--- config.mk ---
export PLATFORM = sky130hd
export DESIGN_NAME = bitfield_mover
export DESIGN_NICKNAME = d
export VERILOG_FILES = /design/src/rtl/bfmv_pkg.sv /design/src/rtl/bfmv_ror.sv /design/src/rtl/bfmv_mask_gen.sv /design/src/rtl/bfmv_combine.sv /design/src/rtl/bitfield_mover.sv
export SDC_FILE = /design/constraint.sdc
export NUM_CORES = 1
export LEC_CHECK = 0
export ABC_AREA = 0
export ABC_CLOCK_PERIOD_IN_PS = 6000
export BUFFER_PORTS_ARGS = -buffer_cell sky130_fd_sc_hd__buf_2
export CAP_MARGIN = 20
export CELL_PAD_IN_SITES_DETAIL_PLACEMENT = 1
export CELL_PAD_IN_SITES_GLOBAL_PLACEMENT = 1
export CORE_UTILIZATION = 35
export CTS_CLUSTER_DIAMETER = 100
export DETAILED_ROUTE_END_ITERATION = 10
export PLACE_DENSITY_LB_ADDON = 0.05
export SYNTH_ARGS = -nofsm -noshare
export SYNTH_HDL_FRONTEND = slang
export SYNTH_SLANG_ARGS = --single-unit
export TNS_END_PERCENT = 10
--- constraint.sdc ---
create_clock -name clk -period 6 [get_ports clk]
set_clock_uncertainty 0.1 [all_clocks]
set_input_delay 1.8 -clock clk [delete_from_list [all_inputs] [get_ports clk]]
set_output_delay 1.8 -clock clk [all_outputs]
set_load 0.005 [all_outputs]
--- src/rtl/bfmv_pkg.sv ---
package bfmv_pkg;
  typedef enum logic [1:0] {
    OP_SIGNED   = 2'b00,
    OP_MERGE    = 2'b01,
    OP_UNSIGNED = 2'b10,
    OP_RSVD     = 2'b11
  } bfmv_op_e;
endpackage

--- src/rtl/bfmv_ror.sv ---
// Rotate right within the selected register width; 32-bit mode replicates
// the low half so the low half of the output is the 32-bit rotation.
module bfmv_ror #(
  parameter int XLEN = 64,
  localparam int IMM_W = $clog2(XLEN),
  localparam int HALF = XLEN / 2
) (
  input  logic [XLEN-1:0]  din,
  input  logic             wide,
  input  logic [IMM_W-1:0] amt,
  output logic [XLEN-1:0]  dout
);
  logic [XLEN-1:0] base;
  always_comb begin
    base = wide ? din : {din[HALF-1:0], din[HALF-1:0]};
    dout = XLEN'({base, base} >> amt);
  end
endmodule

--- src/rtl/bfmv_mask_gen.sv ---
// Builds the write mask (field position after rotation) and the top mask
// (bits from the field's top bit down to bit 0 of the result).
module bfmv_mask_gen #(
  parameter int XLEN = 64,
  localparam int IMM_W = $clog2(XLEN),
  localparam int HALF = XLEN / 2
) (
  input  logic             wide,
  input  logic [IMM_W-1:0] rot,
  input  logic [IMM_W-1:0] fend,
  output logic [XLEN-1:0]  wmask,
  output logic [XLEN-1:0]  tmask
);
  logic [XLEN-1:0]  welem;
  logic [IMM_W-1:0] span;
  logic [IMM_W-1:0] mod_mask;

  always_comb begin
    mod_mask = wide ? '1 : IMM_W'(HALF - 1);
    span     = (fend - rot) & mod_mask;
  end

  for (genvar i = 0; i < XLEN; i++) begin : g_bits
    assign welem[i] = (IMM_W'(i) <= fend);
    assign tmask[i] = (IMM_W'(i) <= span);
  end

  bfmv_ror #(.XLEN(XLEN)) u_wrot (
    .din  (welem),
    .wide (wide),
    .amt  (rot),
    .dout (wmask)
  );
endmodule

--- src/rtl/bfmv_combine.sv ---
// Selects among rotated source, fill value and destination using the masks.
module bfmv_combine
  import bfmv_pkg::*;
#(
  parameter int XLEN = 64,
  localparam int HALF = XLEN / 2
) (
  input  bfmv_op_e        op,
  input  logic            wide,
  input  logic            sign,
  input  logic [XLEN-1:0] rotated,
  input  logic [XLEN-1:0] dst,
  input  logic [XLEN-1:0] wmask,
  input  logic [XLEN-1:0] tmask,
  output logic [XLEN-1:0] res
);
  logic [XLEN-1:0] top_fill, bot_base, bot, width_mask;
  always_comb begin
    width_mask = wide ? '1 : {{HALF{1'b0}}, {HALF{1'b1}}};
    unique case (op)
      OP_MERGE:  begin top_fill = dst;            bot_base = dst; end
      OP_SIGNED: begin top_fill = {XLEN{sign}};   bot_base = '0;  end
      default:   begin top_fill = '0;             bot_base = '0;  end
    endcase
    bot = (bot_base & ~wmask) | (rotated & wmask);
    res = ((top_fill & ~tmask) | (bot & tmask)) & width_mask;
  end
endmodule

--- src/rtl/bitfield_mover.sv ---
module bitfield_mover
  import bfmv_pkg::*;
#(
  parameter int XLEN = 64,
  localparam int IMM_W = $clog2(XLEN)
) (
  input  logic             clk,
  input  logic             rst,
  input  logic             in_valid,
  input  logic [1:0]       op_sel,
  input  logic             size_wide,
  input  logic [XLEN-1:0]  src,
  input  logic [XLEN-1:0]  dst,
  input  logic [IMM_W-1:0] rot_imm,
  input  logic [IMM_W-1:0] end_imm,
  output logic             out_valid,
  output logic [XLEN-1:0]  result,
  output logic             illegal
);
  logic [IMM_W-1:0] eff_rot, eff_end;
  logic [XLEN-1:0]  rotated, wmask, tmask, comb_res;
  logic             bad_enc, sign_bit;
  bfmv_op_e         op;

  always_comb begin
    op       = bfmv_op_e'(op_sel);
    eff_rot  = size_wide ? rot_imm : {1'b0, rot_imm[IMM_W-2:0]};
    eff_end  = size_wide ? end_imm : {1'b0, end_imm[IMM_W-2:0]};
    bad_enc  = (op == OP_RSVD) ||
               (!size_wide && (rot_imm[IMM_W-1] || end_imm[IMM_W-1]));
    sign_bit = src[eff_end];
  end

  bfmv_ror #(.XLEN(XLEN)) u_src_rot (
    .din  (src),
    .wide (size_wide),
    .amt  (eff_rot),
    .dout (rotated)
  );

  bfmv_mask_gen #(.XLEN(XLEN)) u_masks (
    .wide  (size_wide),
    .rot   (eff_rot),
    .fend  (eff_end),
    .wmask (wmask),
    .tmask (tmask)
  );

  bfmv_combine #(.XLEN(XLEN)) u_comb (
    .op      (op),
    .wide    (size_wide),
    .sign    (sign_bit),
    .rotated (rotated),
    .dst     (dst),
    .wmask   (wmask),
    .tmask   (tmask),
    .res     (comb_res)
  );

  always_ff @(posedge clk) begin
    if (rst) begin
      out_valid <= 1'b0;
      result    <= '0;
      illegal   <= 1'b0;
    end else begin
      out_valid <= in_valid;
      if (in_valid) begin
        result  <= bad_enc ? '0 : comb_res;
        illegal <= bad_enc;
      end
    end
  end
endmodule

==> metrics <==
Worst VDD drop roughly 0.00014 V; Inst Count DP 2884; DRT Wirelength about 98 mm; RSZ-0062 raised after global routing false; per-cell routed wire length roughly 34 um; Die Area ~47000 um2; Core ar. between 40000 and 50000 um2; vias in the first global route 19400; power share of the clock group between 15 and 20%; DRT Pass-1 Iters 5; Synth Area in Compound Gates between 30% and 40%; final setup violation count 0; DR DRC count 0; CP max FO 28; most frequent cell after synthesis nand2_1; Flop pwr share 15.5%; Synth Area in Simple Gates around 20%; DP Worst Slack slightly below 0.4 ns; clk sink count 66; share of layout cells above drive strength 1 24.8%; Gate power share roughly two thirds; FF+latch count, synth 66; FF-to-FF path depth 5; # Post-CTS Setup Buffers 0; first-pass GRT wire length about 140 mm; CP Capture Type register; Final Max Tran Viols 0; Antenna Violating Nets Remaining 0; Crit path required time roughly 6.1 ns; die height 217 um; syn nets roughly 2300; type of the worst setup path in -> reg; ys async rst share 0%; Seq/Total Area, Yosys 8.20%; H-tree level count 3; Die Wd around 220 um; DR iter-0 viols 2575; fin cells slightly below 3000; Max Cap Viol 0; largest family of logic cells by synthesized area compound AO/OA/AOI/OAI gates; Fmax achieved 186 MHz; Post-Syn Instances around 2200; Max-slew headroom 26.5%; Pwr Density 170 nW/um2; I/O pins around 210; largest net degree at the start of global routing 82; Final min period around 5.4 ns; proportion of synthesized area in mux cells between 20% and 30%; CTS max path bufs 2; period utilization 89.4%; Leakage just over 7 nW; Crit path arrival time approximately 5.5 ns; FF-to-FF setup slack approximately 4.6 ns; CP Launch Type input pin; Rows just under 80; Synth area leaders mux4_2 13%, mux2i_1 9.8%, dfxtp_1 8.2%; Hold Violations, Final 0; Cell Int Power ~0.0015 W; number of flops mapped to enable cells by yosys 0; Sw Share between 50% and 60%; net switching power around 0.0016 W; post-synth top area share between 10 and 15%; Starting Density between 30% and 40%; Clock transition at path regs 0.06 ns; setup ws final about 0.63 ns; Adder-Cell Fraction of Synth Area less than 1%; Root Buffer clkbuf_16; synthesized area around 16000 um2; Hold Path Class reg -> reg; TNS Setup 0 ns; Synth Flop Type dfxtp_1; Synth area leader mux4_2; Synth cell types 101; Total GRT Usage between 40% and 50%; Worst-Margin Slew ~1.1 ns; Via Count 20300; fin nets around 2400; GP Congestion about 1.0; Clock Latency Late Sink around 0.35 ns; Post-DP HPWL ~77 mm; area grow syn2layout 13.4%; Post-CTS Resized 0; post-synthesis xor/xnor area fraction less than 1%; CTS buffer count 9; CTS tree done; port buffer count 211; hold bufs inserted after CTS 0; initial antenna violation count 1; Hold Path Stages 2; GRT overflow 0; synth warn 0; run status finished, final reports clean; Post-synth top cells 235 x nand2_1, 175 x nor2_1, 172 x a21oi_1, 158 x mux2i_1, 124 x o21ai_0; routed vias/inst ~7; WHS between 0.3 and 0.4 ns; Mean Syn Cell Area roughly 7.4 um2
-- sequential cells by signal, indices dropped and copies added, names as in the netlist --
signal / count
illegal: 1
out_valid: 1
result: 64
-- cell type report --
cell class / count / area, um2
well taps: 600 / 751
flip-flops and latches: 66 / 1320
repair buffers: 339 / 2180
fillers: 5686 / 27100
multi-input cells: 1853 / 13700
inverters: 26 / 98.8
diodes: 1 / 2.50
clock inverters: 4 / 20.0
clock buffers: 10 / 239
-- final timing paths --
| kind | start | end |
|---|---|---|
| worst max-delay path | end_imm[5] | result[22] |
| worst min-delay path | result[8] | result[8] |
| worst min register to register | result[8] | result[8] |
| worst max register to register | result[5] | result[5] |
-- cell families (layout without fill, tap and decap cells) --
family          count (synthesis)  after routing
other cells                     0              1
flops                          66             66
xor+xnor                        5              5
simple gates                  693            693
compound gates                809            809
fa+ha+maj                       9              9
mux                           337            337
buf+inv                       253            379
-- power by group through the flow --
stage | sequential, W | clock, W | combinational, W
after floorplan | 0.000488 | 0 | 0.00121
after global placement | 0.000491 | 0 | 0.00202
after detailed placement | 0.000492 | 0 | 0.00204
after CTS | 0.000483 | 0.000511 | 0.00205
after global routing | 0.000485 | 0.000528 | 0.00220
final | 0.000483 | 0.000509 | 0.00211
-- routing by layer --
layer | wire length (um) | GRT usage (%)
met3 | 7850 | 5.31
met1 | 43200 | 57.3
met5 | 0 | 0
met4 | 3780 | 14.9
met2 | 42700 | 61.8
-- critical path, stage by stage --
cell,delay (ns)
buf_2,0.41
nand2b_1,0.23
buf_12,0.22
nand2_1,0.19
o32ai_1,0.66
a21oi_1,0.30
mux2_2,0.37
o21ai_0,0.49
mux2_2,0.41
a221oi_1,0.27
a211oi_1,0.11
-- through the flow --
stage | power [W] | utilization (%) | area, um2
global placement | 0.00251 | 39.7 | 18000
finish | 0.00311 | 40.3 | 18300
global route | 0.00321 | 40.3 | 18300
detailed placement | 0.00253 | 39.7 | 18000
CTS | 0.00304 | 40.3 | 18300
floorplan | 0.00169 | - | 16100
-- layout by cell type, fill, tap and decap left out, types with 11 or more instances in the layout --
master / instances
a31oi_1: 49
nand2_1: 234
mux2i_1: 158
a21o_1: 20
buf_2: 206
mux2_2: 78
o21ai_1: 18
nand3_1: 63
nor2_1: 174
buf_4: 120
a211o_1: 14
nand4_1: 11
a2111oi_0: 11
a211oi_1: 49
o21a_1: 16
and2_1: 25
nor4_1: 13
nor2b_1: 25
o2111ai_1: 12
inv_1: 20
a311oi_1: 18
and3_1: 20
a221oi_1: 28
mux4_2: 90
o221ai_1: 14
a21oi_1: 172
o21ai_0: 124
or3_1: 12
o211ai_1: 55
a22o_1: 18
o22ai_1: 15
buf_12: 12
nand2b_1: 24
o31ai_1: 16
nor3_1: 44
dfxtp_1: 66
a22oi_1: 32
Power figures use the tool's default switching activity.
